<file path="config.mk">
export PLATFORM = sky130hd
export DESIGN_NAME = msg_frag_tx
export DESIGN_NICKNAME = d
export VERILOG_FILES = /design/src/rtl/frag_pkg.sv /design/src/rtl/wait_timer.sv /design/src/rtl/frag_sizer.sv /design/src/rtl/slot_packer.sv /design/src/rtl/msg_frag_tx.sv
export SDC_FILE = /design/constraint.sdc
export NUM_CORES = 1
export LEC_CHECK = 0
export BUFFER_PORTS_ARGS = -buffer_cell sky130_fd_sc_hd__buf_4
export CAP_MARGIN = 20
export CELL_PAD_IN_SITES_DETAIL_PLACEMENT = 0
export CELL_PAD_IN_SITES_GLOBAL_PLACEMENT = 1
export CORE_ASPECT_RATIO = 0.9
export CORE_MARGIN = 10
export CORE_UTILIZATION = 45
export DETAILED_ROUTE_END_ITERATION = 16
export HOLD_SLACK_MARGIN = 0.03
export PLACE_DENSITY = 0.85
export SYNTH_ARGS = -nofsm -noshare
export SYNTH_HDL_FRONTEND = slang
export SYNTH_SLANG_ARGS = --single-unit
export TNS_END_PERCENT = 30
</file>
<file path="constraint.sdc">
create_clock -name clk_i -period 5.05 [get_ports clk_i]
set_input_delay 1.01 -clock clk_i [delete_from_list [all_inputs] [get_ports clk_i]]
set_output_delay 1.01 -clock clk_i [all_outputs]
set_load 0.03 [all_outputs]
</file>
<file path="src/rtl/frag_pkg.sv">
package frag_pkg;
  localparam int FLD_W   = 9;                    // header length field
  localparam int FLD_MAX = (1 << FLD_W) - 1;
  localparam int HDR_PAD = 32 - 1 - FLD_W - 16;

  typedef enum logic [2:0] {
    S_IDLE, S_WRDY, S_WHDR, S_WBODY, S_FETCH, S_RING
  } tx_state_e;
endpackage

</file>
<file path="src/rtl/wait_timer.sv">
module wait_timer #(
  parameter int W = 16
) (
  input  logic         clk_i,
  input  logic         rst_ni,
  input  logic         en_i,
  input  logic [W-1:0] limit_i,
  output logic         expired_o
);
  logic [W-1:0] cnt_q;

  assign expired_o = en_i && (cnt_q >= limit_i);

  always_ff @(posedge clk_i or negedge rst_ni)
    if (!rst_ni)                  cnt_q <= '0;
    else if (!en_i || expired_o)  cnt_q <= '0;
    else                          cnt_q <= cnt_q + W'(1);
endmodule

</file>
<file path="src/rtl/frag_sizer.sv">
module frag_sizer
  import frag_pkg::*;
#(
  parameter int LEN_W   = 16,
  parameter int DEPTH_W = 8
) (
  input  logic [DEPTH_W-1:0] depth_i,
  input  logic [LEN_W-1:0]   rem_i,
  output logic [FLD_W-1:0]   flen_o,
  output logic               last_o
);
  logic [LEN_W-1:0] room, lim, cap;

  always_comb begin
    room   = LEN_W'({depth_i, 2'b00});
    lim    = (room > LEN_W'(FLD_MAX)) ? LEN_W'(FLD_MAX) : room;
    cap    = lim - LEN_W'(4);                      // header slot kept back
    last_o = (rem_i <= cap);
    flen_o = last_o ? rem_i[FLD_W-1:0] : cap[FLD_W-1:0];
  end
endmodule

</file>
<file path="src/rtl/slot_packer.sv">
module slot_packer (
  input  logic        clk_i,
  input  logic        rst_ni,
  input  logic        take_i,
  input  logic        flush_i,
  input  logic [1:0]  lane_i,
  input  logic [7:0]  byte_i,
  output logic [31:0] word_o
);
  logic [31:0] acc_q;

  assign word_o = acc_q | ({24'b0, byte_i} << {lane_i, 3'b000});

  always_ff @(posedge clk_i or negedge rst_ni)
    if (!rst_ni)     acc_q <= '0;
    else if (take_i) acc_q <= flush_i ? 32'b0 : word_o;
endmodule

</file>
<file path="src/rtl/msg_frag_tx.sv">
module msg_frag_tx
  import frag_pkg::*;
#(
  parameter int LEN_W   = 16,
  parameter int DEPTH_W = 8,
  parameter int TMO_W   = 16,
  parameter int MAX_TRY = 5
) (
  input  logic               clk_i,
  input  logic               rst_ni,
  input  logic               start_i,
  input  logic [LEN_W-1:0]   msg_len_i,
  input  logic [7:0]         host_addr_i,
  input  logic [7:0]         client_addr_i,
  input  logic [DEPTH_W-1:0] depth_i,
  input  logic [DEPTH_W-1:0] free_i,
  input  logic               ready_i,
  input  logic [TMO_W-1:0]   timeout_i,
  output logic [LEN_W-1:0]   byte_addr_o,
  input  logic [7:0]         byte_i,
  output logic               slot_we_o,
  output logic [31:0]        slot_data_o,
  output logic               doorbell_o,
  output logic               done_o,
  output logic               fail_o,
  output logic               busy_o
);
  localparam int TRY_W = $clog2(MAX_TRY + 1);

  tx_state_e        state_q;
  logic [LEN_W-1:0] len_q, off_q, rem_q;
  logic [7:0]       host_q, client_q;
  logic [TRY_W-1:0] tries_q;
  logic [FLD_W-1:0] flen_q, bi_q, nx_flen;
  logic             last_q, nx_last;
  logic             slot_we_q, db_q, done_q, fail_q;
  logic [31:0]      slot_data_q, packed_w;
  logic [FLD_W:0]   nsl;
  logic             hdr_ok, body_ok, waiting, expired, abort;
  logic             fetch, byte_last, flush;

  frag_sizer #(.LEN_W(LEN_W), .DEPTH_W(DEPTH_W)) u_size (
    .depth_i(depth_i), .rem_i(rem_q), .flen_o(nx_flen), .last_o(nx_last)
  );

  assign fetch     = (state_q == S_FETCH);
  assign byte_last = (bi_q == flen_q - FLD_W'(1));
  assign flush     = (bi_q[1:0] == 2'd3) || byte_last;

  slot_packer u_pack (
    .clk_i(clk_i), .rst_ni(rst_ni), .take_i(fetch), .flush_i(flush),
    .lane_i(bi_q[1:0]), .byte_i(byte_i), .word_o(packed_w)
  );

  always_comb begin
    nsl     = ({1'b0, flen_q} + (FLD_W+1)'(3)) >> 2;
    hdr_ok  = (free_i != '0);
    body_ok = (LEN_W'(free_i) >= LEN_W'(nsl));
    waiting = ((state_q == S_WRDY)  && !ready_i) ||
              ((state_q == S_WHDR)  && !hdr_ok)  ||
              ((state_q == S_WBODY) && !body_ok);
    abort   = expired || ((state_q == S_RING) && !ready_i);
  end

  wait_timer #(.W(TMO_W)) u_tmr (
    .clk_i(clk_i), .rst_ni(rst_ni), .en_i(waiting),
    .limit_i(timeout_i), .expired_o(expired)
  );

  always_ff @(posedge clk_i or negedge rst_ni) begin
    if (!rst_ni) begin
      state_q <= S_IDLE;   len_q <= '0;  off_q <= '0;  rem_q <= '0;
      host_q  <= '0;       client_q <= '0; tries_q <= '0;
      flen_q  <= '0;       bi_q <= '0;   last_q <= 1'b0;
      slot_we_q <= 1'b0;   slot_data_q <= '0;
      db_q <= 1'b0;        done_q <= 1'b0; fail_q <= 1'b0;
    end else begin
      slot_we_q <= 1'b0;
      done_q    <= 1'b0;
      fail_q    <= 1'b0;
      db_q      <= (state_q == S_RING);
      if (abort) begin
        if (tries_q == TRY_W'(MAX_TRY - 1)) begin
          fail_q  <= 1'b1;
          state_q <= S_IDLE;
        end else begin
          tries_q <= tries_q + TRY_W'(1);
          off_q   <= '0;
          rem_q   <= len_q;
          state_q <= S_WRDY;
        end
      end else begin
        unique case (state_q)
          S_IDLE: if (start_i) begin
            len_q    <= msg_len_i;
            rem_q    <= msg_len_i;
            off_q    <= '0;
            host_q   <= host_addr_i;
            client_q <= client_addr_i;
            tries_q  <= '0;
            if (msg_len_i == '0) fail_q  <= 1'b1;
            else                 state_q <= S_WRDY;
          end
          S_WRDY: if (ready_i) state_q <= S_WHDR;
          S_WHDR: if (hdr_ok) begin
            slot_we_q   <= 1'b1;
            slot_data_q <= {nx_last, HDR_PAD'(0), nx_flen, host_q, client_q};
            flen_q      <= nx_flen;
            last_q      <= nx_last;
            state_q     <= S_WBODY;
          end
          S_WBODY: if (body_ok) begin
            bi_q    <= '0;
            state_q <= S_FETCH;
          end
          S_FETCH: begin
            bi_q <= bi_q + FLD_W'(1);
            if (flush) begin
              slot_we_q   <= 1'b1;
              slot_data_q <= packed_w;
            end
            if (byte_last) state_q <= S_RING;
          end
          S_RING: begin
            off_q <= off_q + LEN_W'(flen_q);
            rem_q <= rem_q - LEN_W'(flen_q);
            if (last_q) begin
              done_q  <= 1'b1;
              state_q <= S_IDLE;
            end else begin
              state_q <= S_WHDR;
            end
          end
          default: state_q <= S_IDLE;
        endcase
      end
    end
  end

  assign byte_addr_o = off_q + LEN_W'(bi_q);
  assign slot_we_o   = slot_we_q;
  assign slot_data_o = slot_data_q;
  assign doorbell_o  = db_q;
  assign done_o      = done_q;
  assign fail_o      = fail_q;
  assign busy_o      = (state_q != S_IDLE);
endmodule

</file>
# ---- Word level (Yosys, flattened, before mapping)
# Cells that the tools add are included.
dict set report totals {
  reg_bits 173
  in_bits 76
  out_inout_bits 53
  word_cells 124
}
dict set report classes {
  add_sub_neg 9
  n_lt_le_gt_ge 4
  eq_ne 18
  n_shift 1
  mux 43
  bitwise 2
  reduce_logical 30
}
# op n
set op_table {}
lappend op_table {{16-bit two-way mux} 7}
lappend op_table {{32-bit two-way mux} 3}
lappend op_table {{16-bit case mux with 2 select lines} 2}
lappend op_table {{32-bit case mux with 2 select lines} 1}
lappend op_table {{3-bit two-way mux} 11}
lappend op_table {{16-bit by 9-bit adder with 16-bit output} 2}
lappend op_table {{32-bit bitwise OR} 1}
lappend op_table {{8-bit by 5-bit << shifter with 32-bit output} 1}
lappend op_table {{9-bit two-way mux} 2}
lappend op_table {{3-bit case mux with 6 select lines} 1}
lappend op_table {{9-bit case mux with 2 select lines} 1}
lappend op_table {{16-bit by 1-bit adder with 16-bit output, second input constant} 1}
lappend op_table {{16-bit greater-or-equal comparator} 1}
lappend op_table {{16-bit <= comparator} 1}
lappend op_table {{16-bit logical NOT} 1}
lappend op_table {{16-bit by 3-bit subtractor with 16-bit output, second input constant} 1}
lappend op_table {{16-bit by 9-bit subtractor with 16-bit output} 1}
lappend op_table {{3-bit != test, second input constant} 5}
lappend op_table {{3-bit AND reduction} 5}
lappend op_table {{1-bit two-way mux} 12}
lappend op_table {{9-bit by 2-bit adder with 10-bit output, second input constant} 1}
lappend op_table {{10-bit by 9-bit greater-than comparator with 1-bit output, second input constant} 1}
lappend op_table {{10-bit two-way mux} 1}
lappend op_table {{9-bit by 1-bit adder with 9-bit output, second input constant} 1}
lappend op_table {{other kinds (23)} 43}

# ---- Depth between registers and ports, before layout
# Gate-level depths: netlist of the first run.
dict set report logic_depth {
  word_depth 9
  mapped_depth 17
  depth_no_buf 15
}

# ---- Hierarchy
# From an unflattened synthesis of the first run, not the netlist that was laid out.
dict set report unflattened {
  cells_unflattened 1300
  area_unflattened_um2 11323.4
}
# mod n_inst cells_per_inst area_per_inst_um2 seq_area_each_um2
set by_module_without_submodules {}
lappend by_module_without_submodules {msg_frag_tx 1 907 7736.2 3128.0}
lappend by_module_without_submodules {slot_packer 1 173 1737.9 800.8}
lappend by_module_without_submodules {wait_timer 1 130 1196.1 400.4}
lappend by_module_without_submodules {frag_sizer 1 90 653.1 0.0}

# ---- Least setup slack after synthesis of the first run
# Ideal clock, no wire load.
dict set report synth_timing {
  path_kind {input-to-reg}
  start {in depth_i[7]}
  end {reg slot_data_q[22] (netlist: slot_data_o[22])}
  setup_time_ns 0.125
  arrival_time_ns 4.099
  required_ns 4.925
  setup_slack_ns 0.826
  stages 14
  path_buffers 2
  path_cell_list {clkbuf_1 > nor4_1 > a21oi_1 > o21ai_0 > inv_1 > ha_1 > nand4_1 > or4_1 > a21oi_1 > o31ai_1 > clkbuf_1 > a21oi_1 > o31ai_1 > mux2_4}
}
dict set report synth_via {
  elab_chain_cells 7
}
# item line
set synth_lines {}
lappend synth_lines {{start: declaration} msg_frag_tx.sv:15} ;# input logic [DEPTH_W-1:0] depth_i,
lappend synth_lines {{10-bit by 9-bit greater-than comparator with 1-bit output} frag_sizer.sv:16} ;# lim = (room > LEN_W'(FLD_MAX)) ? LEN_W'(FLD_MAX) : room;
lappend synth_lines {{10-bit two-way mux (*)} frag_sizer.sv:16}
lappend synth_lines {{16-bit by 3-bit subtractor with 16-bit output (*)} frag_sizer.sv:17} ;# cap = lim - LEN_W'(4);
lappend synth_lines {{16-bit <= comparator} frag_sizer.sv:18} ;# last_o = (rem_i <= cap);
lappend synth_lines {{9-bit two-way mux (*)} frag_sizer.sv:19} ;# flen_o = last_o ? rem_i[FLD_W-1:0] : cap[FLD_W-1:0];
lappend synth_lines {{32-bit two-way mux (*)} msg_frag_tx.sv:105} ;# S_WHDR: if (hdr_ok) begin
lappend synth_lines {{32-bit case mux with 2 select lines (*)} msg_frag_tx.sv:93} ;# unique case (state_q)
lappend synth_lines {{end signal: assignment} msg_frag_tx.sv:107} ;# slot_data_q <= {nx_last, HDR_PAD'(0), nx_flen, host_q, client_q};
lappend synth_lines {{end signal: assignment} msg_frag_tx.sv:120} ;# slot_data_q <= packed_w;
lappend synth_lines {{end: declaration} msg_frag_tx.sv:37} ;# logic [31:0] slot_data_q, packed_w;
# Every way passes the cells marked *; elsewhere a longest branch is shown, timed or not. The select of a mux whose other input is x is not followed.
# A chain may end at the register's enable or synchronous reset.

# ---- Worst setup path in the final report of the first run
dict set report layout_timing {
  start {reg bi_q[0]}
  end {out byte_addr_o[14]}
}
dict set report layout_via {
  elab_chain_cells 1
}
# item line
set layout_lines {}
lappend layout_lines {{start: declaration} msg_frag_tx.sv:34} ;# logic [FLD_W-1:0] flen_q, bi_q, nx_flen;
lappend layout_lines {{start signal: assignment} msg_frag_tx.sv:117} ;# bi_q <= bi_q + FLD_W'(1);
lappend layout_lines {{16-bit by 9-bit adder with 16-bit output} msg_frag_tx.sv:140} ;# assign byte_addr_o = off_q + LEN_W'(bi_q);
lappend layout_lines {{end: declaration} msg_frag_tx.sv:19} ;# output logic [LEN_W-1:0] byte_addr_o,
# No other way between the ends.

==> qor.txt, run 1 <==
slowest library cell on the worst path = dfrtp_1
grt total ovfl = 0
layer with the highest usage = met2
period utilization = 84.6%
residual DRC count = 0
DRT Wirelength = 30200 µm
Worst setup EP type = primary output
CTS max path bufs = 2
vias = 9279
Worst path most repeated cell = o21ai_0
DPL Wire Length = 22200 µm
boundary pin count = 129
CTS Sinks = 173
Synth Instances = 1194
Setup TNS Final = 0 ns
worst-margin pin slew = 0.890 ns
post-route ant nets = 0
critical path arrival = 3.26 ns
Layout fillers = 2234
most frequent cells in the layout = 173 x dfrtp_1, 141 x buf_4, 112 x nor2_1
RSZ-0062 raised after global routing = false
final net count = 1448
Post-Route Utilization = 53.3%
Worst Skew = 0.0151 ns
Synth Register Bits = 173
worst setup margin = 0.776 ns
pin count of the biggest net entering global routing = 94
die footprint = 31700 µm²
vias in the first global route = 9138
flop2flop setup slack = 0.92 ns
core area = 24400 µm²
Syn Nets = 1346
max-cap violations = 0
EDFF count, synth = 0
total power = 7430 µW
Yosys warnings = 0
Rel. slew slack = 40.7%
n_diodes = 0
first-pass GRT wire length = 49600 µm
CP max FO = 12
slowest stage delay, CP = 0.60 ns
H-tree depth = 4
sequential cell area fraction in the yosys report = 38.5%
Worst R2R Start = flen_q[1]$_DFFE_PN0P_
Peak VDD IR = 0.333 mV
outcome = completed
initial core utilization = 46.1%
Synth Area per Inst = 9.41 µm²
worst r2r dst = rem_q[6]$_DFFE_PN0P_
GPL Wtd Cong = 0.872
All-Layer GR Usage = 19.1%
critical path class = register to primary output
Leak = 0.00595 µW
Avg WL per Cell = 18.4 µm
Synth Cell Area = 11200 µm²
CTS Buf Count = 17
layout cells sized above 1 = 20.6%
Place WS = 0.703 ns
Final Hold Fails = 0
TritonCTS clock tree = yes
synth top area cells = dfrtp_1 39%, ha_1 8.1%, o21ai_0 4.1%, mux2_2 4.0%, a21oi_1 4.0%
cts-stage hold buffer count = 0
met1 usage = 27.6%
crit path cell chain = ha_1 > inv_1 > fa_1 > nor2b_1 > o21ai_0 > a21boi_0 > o211ai_1 > a21oi_1 > o21ai_0 > xnor2_1 > buf_4
PortBufs = 128
DIE WIDTH = 187 µm
initial antenna violation count = 0
Final setup violation count = 0
# rows = 54
Hold EP = off_q[15]$_DFFE_PN0P_
min cycle time layout = 4.27 ns
fmax = 0.234 GHz
FFs w/ async S/R, synth = 100%
HP Start = off_q[15]$_DFFE_PN0P_
hold depth = 1
required time of the critical path = 4.04 ns
Primary FF master, synth = dfrtp_1
WP buf/inv = 2
Area Growth Syn to Fin = 15.7%
most common cell after layout, fill and taps aside = dfrtp_1
Synth top area share = 38.5%
Root Buffer = clkbuf_16
post-synth top area cell = dfrtp_1
CP top delay family = compound AO/OA/AOI/OAI gates
placed cell area = 12400 µm²
DR vias/cell = 5.64
Final Slew Violations = 0
Worst-path clk slew = 0.08 ns
worst min path class = register to register
DR iter-0 viols = 736
1st-pass router iterations = 5
postcts setup bufs = 0
pwr dens = 572 nW/µm²
Setup crit start kind = register
GR Util met3 = 3.33%
FF-to-FF path depth = 13
library cells used by synthesis = 81
met2 Use GR = 29.6%
Clock Latency Late Sink = 0.44 ns
fin area = 13000 µm²
DIE HEIGHT = 170 µm
# resized after CTS = 0
==> worst reg2reg max path, cell delays in order (launching register included) <==
cell and delay, ns:
dfrtp_1 0.51, inv_1 0.16, ha_1 0.33, or4_1 0.52, xnor2_1 0.15, ha_1 0.20
a211oi_1 0.29, o21ai_0 0.19, o21bai_1 0.23, and3_1 0.26, nor2_2 0.22, buf_4 0.33
mux2_2 0.38, mux2_2 0.25
==> layout make-up <==
| class | count | area [µm²] | area share [%] |
|---|---|---|---|
| sequential | 173 | 4330 | 33.3 |
| clock inverter | 15 | 209 | 1.61 |
| clock buffer | 17 | 425 | 3.27 |
| inverter | 57 | 214 | 1.65 |
| tap | 336 | 420 | 3.23 |
| multi-input combinational | 905 | 6330 | 48.7 |
| timing repair buffer | 142 | 1070 | 8.23 |
==> per-stage QoR <==
| stage | hold slack, ns | cells |
|---|---|---|
| 6_report | 0.450 | 1645 |
| 5_1_grt | 0.461 | 1645 |
| 4_1_cts | 0.458 | 1645 |
| 3_5_place_dp | 0.447 | 1613 |
| 3_3_place_gp | 0.437 | 1613 |
| 2_1_floorplan | 0.424 | 1194 |
==> flip-flops by register name, summed over array words and instances (netlist names), 3 cells and up <==
name and count:
bi_q 9, len_q 16, rem_q 16, off_q 16
flen_q 9, client_q 8, state_q 3, u_pack.acc_q 32
host_q 8, slot_data_o 32, tries_q 3, u_tmr.cnt_q 16
==> kinds of logic (layout without fill, tap and decap cells) <==
family | Yosys count | count (layout) | share of synthesized area [%]
flops | 173 | 173 | 38.5
xor+xnor | 60 | 60 | 4.68
mux | 76 | 76 | 8.52
fa+ha+maj | 76 | 76 | 8.66
buf+inv | 116 | 231 | 5.21
compound gates | 309 | 309 | 17.1
simple gates | 384 | 384 | 17.3
==> worst max path at each step <==
stage                                              to  slack, ns                 from  cells after the start
after CTS                             byte_addr_o[14]       0.76  bi_q[0]$_DFFE_PN0P_                     11
after floorplan           slot_data_o[22]$_DFFE_PN0P_       0.83           depth_i[7]                     14
after global routing                  byte_addr_o[12]       0.50  bi_q[0]$_DFFE_PN0P_                     11
final                                 byte_addr_o[14]       0.78  bi_q[0]$_DFFE_PN0P_                     11
after detailed placement  slot_data_o[21]$_DFFE_PN0P_       0.70           depth_i[7]                     16
after global placement    slot_data_o[22]$_DFFE_PN0P_       0.84           depth_i[7]                     16
==> per-layer routing <==
layer | part of all wire (%) | routed length [µm] | vias up
met5 | 0 | 0 | -
met4 | 0.65 | 197 | 0
met3 | 5.1 | 1540 | 15
met2 | 45 | 13500 | 248
met1 | 49 | 15000 | 4498
li1 | - | - | 4518
==> synthesized netlist by cell type, drive strengths merged (22+ instances only) <==
cell	number
a21oi	90
buf	25
clkbuf	32
dfrtp	173
ha	73
inv	57
mux2	70
nand2	91
nand3	30
nor2	114
nor3	45
o21ai	94
xnor2	38
xor2	22
==> where the power goes <==
part / internal, µW / switching [µW]
clock network: 685 / 687
registers: 1860 / 536
logic: 1610 / 2060
(Power assumes the default switching activity.)
==> run 2, diff against run 1 <==
==> constraint.sdc (replaced) <==
create_clock -name clk_i -period 4 [get_ports clk_i]
set_input_delay 0.8 -clock clk_i [delete_from_list [all_inputs] [get_ports clk_i]]
set_output_delay 0.8 -clock clk_i [all_outputs]
set_load 0.03 [all_outputs]
==> qor.txt, run 2 (synthesis results as in run 1) <==
Final setup violation count = 0 (unchanged)
n_diodes = 0 (unchanged)
layout cells sized above 1 = 22.7% (was 20.6%)
Worst setup EP type = primary output (unchanged)
postcts setup bufs = 0 (unchanged)
Area Growth Syn to Fin = 18.3% (was 15.7%)
Post-Route Utilization = 54.5% (was 53.3%)
crit path cell chain = inv_1 > fa_1 > nor2b_1 > o21ai_0 > a21boi_1 > o211ai_1 > a21oi_1 > o211ai_1 > xnor2_1 > buf_4 (was ha_1 > inv_1 > fa_1 > nor2b_1 > o21ai_0 > a21boi_0 > o211ai_1 > a21oi_1 > o21ai_0 > xnor2_1 > buf_4)
worst-margin pin slew = 0.869 ns (was 0.890 ns)
DP Cell Count = 1645 (was 1613)
min cycle time layout = 3.71 ns
# rows = 54 (unchanged)
Rel. slew slack = 42.0% (was 40.7%)
CTS max path bufs = 2 (unchanged)
outcome = completed (unchanged)
initial antenna violation count = 0 (unchanged)
pin count of the biggest net entering global routing = 89 (was 94)
hold_ws = 0.417 ns (was 0.450 ns)
DPL Wire Length = 23000 µm (was 22200 µm)
1st-pass router iterations = 5 (unchanged)
placed cell area = 12600 µm² (was 12400 µm²)
first-pass GRT wire length = 50400 µm (was 49600 µm)
Setup TNS Final = 0 ns (unchanged)
Worst path most repeated cell = o211ai_1 (was o21ai_0)
TritonCTS clock tree = yes (unchanged)
boundary pin count = 129 (unchanged)
flop2flop setup slack = 0.29 ns (was 0.92 ns)
Layout fillers = 2223 (was 2234)
CTS Buf Count = 17 (unchanged)
slowest library cell on the worst path = dfrtp_2 (was dfrtp_1)
most common cell after layout, fill and taps aside = dfrtp_1 (unchanged)
fmax = 0.269 GHz
RSZ-0062 raised after global routing = false (unchanged)
critical path class = register to primary output (unchanged)
worst min path class = primary input to async pin (was register to register)
final non-filler cell total = 1678 (was 1645)
Root Buffer = clkbuf_16 (unchanged)
grt total ovfl = 0 (unchanged)
pwr dens = 722 nW/µm² (was 572 nW/µm²)
residual DRC count = 0 (unchanged)
Clock Latency Late Sink = 0.45 ns (was 0.44 ns)
Leak = 0.00613 µW (was 0.00595 µW)
vias = 9456 (was 9279)
CTS Sinks = 173 (unchanged)
PortBufs = 128 (unchanged)
Avg WL per Cell = 18.5 µm (was 18.4 µm)
die footprint = 31700 µm² (unchanged)
DR vias/cell = 5.64 (about the same)
core area = 24400 µm² (unchanged)
required time of the critical path = 3.20 ns (was 4.04 ns)
Peak VDD IR = 0.419 mV (was 0.333 mV)
Setup crit start kind = register (unchanged)
multi-input combinational cell area = 6340 µm² (was 6330 µm²)
DIE WIDTH = 187 µm (unchanged)
final net count = 1481 (was 1448)
DR iter-0 viols = 789 (was 736)
register area = 4330 µm² (about the same)
slowest stage delay, CP = 0.47 ns (was 0.60 ns)
period utilization = 92.8%
CP max FO = 8 (was 12)
cts-stage hold buffer count = 0 (unchanged)
Worst Skew = 0.0193 ns (was 0.0151 ns)
Worst-path clk slew = 0.09 ns (was 0.08 ns)
DRT Wirelength = 31000 µm (was 30200 µm)
critical path arrival = 2.91 ns (was 3.26 ns)
initial core utilization = 46.1% (unchanged)
Final Hold Fails = 0 (unchanged)
All-Layer GR Usage = 19.5% (was 19.1%)
post-route ant nets = 0 (unchanged)
Final Slew Violations = 0 (unchanged)
H-tree depth = 4 (unchanged)
fin area = 13300 µm² (was 13000 µm²)
GPL Wtd Cong = 0.885 (was 0.872)
vias in the first global route = 9411 (was 9138)
DIE HEIGHT = 170 µm (unchanged)
most frequent cells in the layout = 172 x dfrtp_1, 171 x buf_4, 112 x nor2_1 (was 173 x dfrtp_1, 141 x buf_4, 112 x nor2_1)
max-cap violations = 0 (unchanged)
run 2: report_power, final:
part,switching [µW],total (µW),internal (µW)
clock network,900,1780,876
registers,541,2890,2350
logic,2770,4930,2150
run 2: final cells by class:
| cell class | count | share of cell area [%] |
|---|---|---|
| multi-input combinational | 905 | 47.7 |
| sequential | 173 | 32.6 |
| timing repair buffer | 175 | 10.1 |
| clock buffer | 17 | 3.20 |
| tap | 336 | 3.16 |
| clock inverter | 15 | 1.63 |
| inverter | 57 | 1.61 |
run 2: per-layer routing:
metal  vias to the layer above  part of all wire (%)  GRT usage (%)  wire (µm)
met5                         -                     0              0          0
met4                         0                   1.1           4.24        333
met3                        27                   4.6           3.53       1440
met2                       223                    45           30.6      14100
met1                      4633                    49           27.4      15200
li1                       4573                     -              -          -
run 2: worst paths after layout:
| check | to | depth (start not counted) | start |
|---|---|---|---|
| setup reg to reg | rem_q[13]$_DFFE_PN0P_ | 13 | flen_q[0]$_DFFE_PN0P_ |
| max in group asynchronous | bi_q[1]$_DFFE_PN0P_ | 2 | rst_ni |
| min in group clk_i | off_q[15]$_DFFE_PN0P_ | 1 | off_q[15]$_DFFE_PN0P_ |
| hold / removal | len_q[11]$_DFFE_PN0P_ | 1 | rst_ni |
| hold reg to reg | off_q[15]$_DFFE_PN0P_ | 1 | off_q[15]$_DFFE_PN0P_ |
| setup / recovery | byte_addr_o[12] | 10 | bi_q[1]$_DFFE_PN0P_ |
run 2: what timing repair did:
item                                    4_1_cts  5_1_grt
endpoints found under the hold margin         0        0
resized for setup                             0        3
endpoints found under the setup margin        0       16
run 2: critical path: cells and delay by family, from the launching register on:
family | cells | cell delay [ns]
AOI/OAI and AO/OA | 5 | 0.93
xor gates and xnor gates | 1 | 0.16
and+or+nand+nor | 1 | 0.12
buffers and inverters | 2 | 0.32
adders and majority gates | 1 | 0.47
DFF | 1 | 0.47
run 2: stage by stage:
step	setup WS, ns	total power [µW]
detailed placement	-0.269	7800
CTS	0.0401	9610
finish	0.288	9590
global placement	-0.151	7680
floorplan	0.177	6370
global route	0.0250	10300
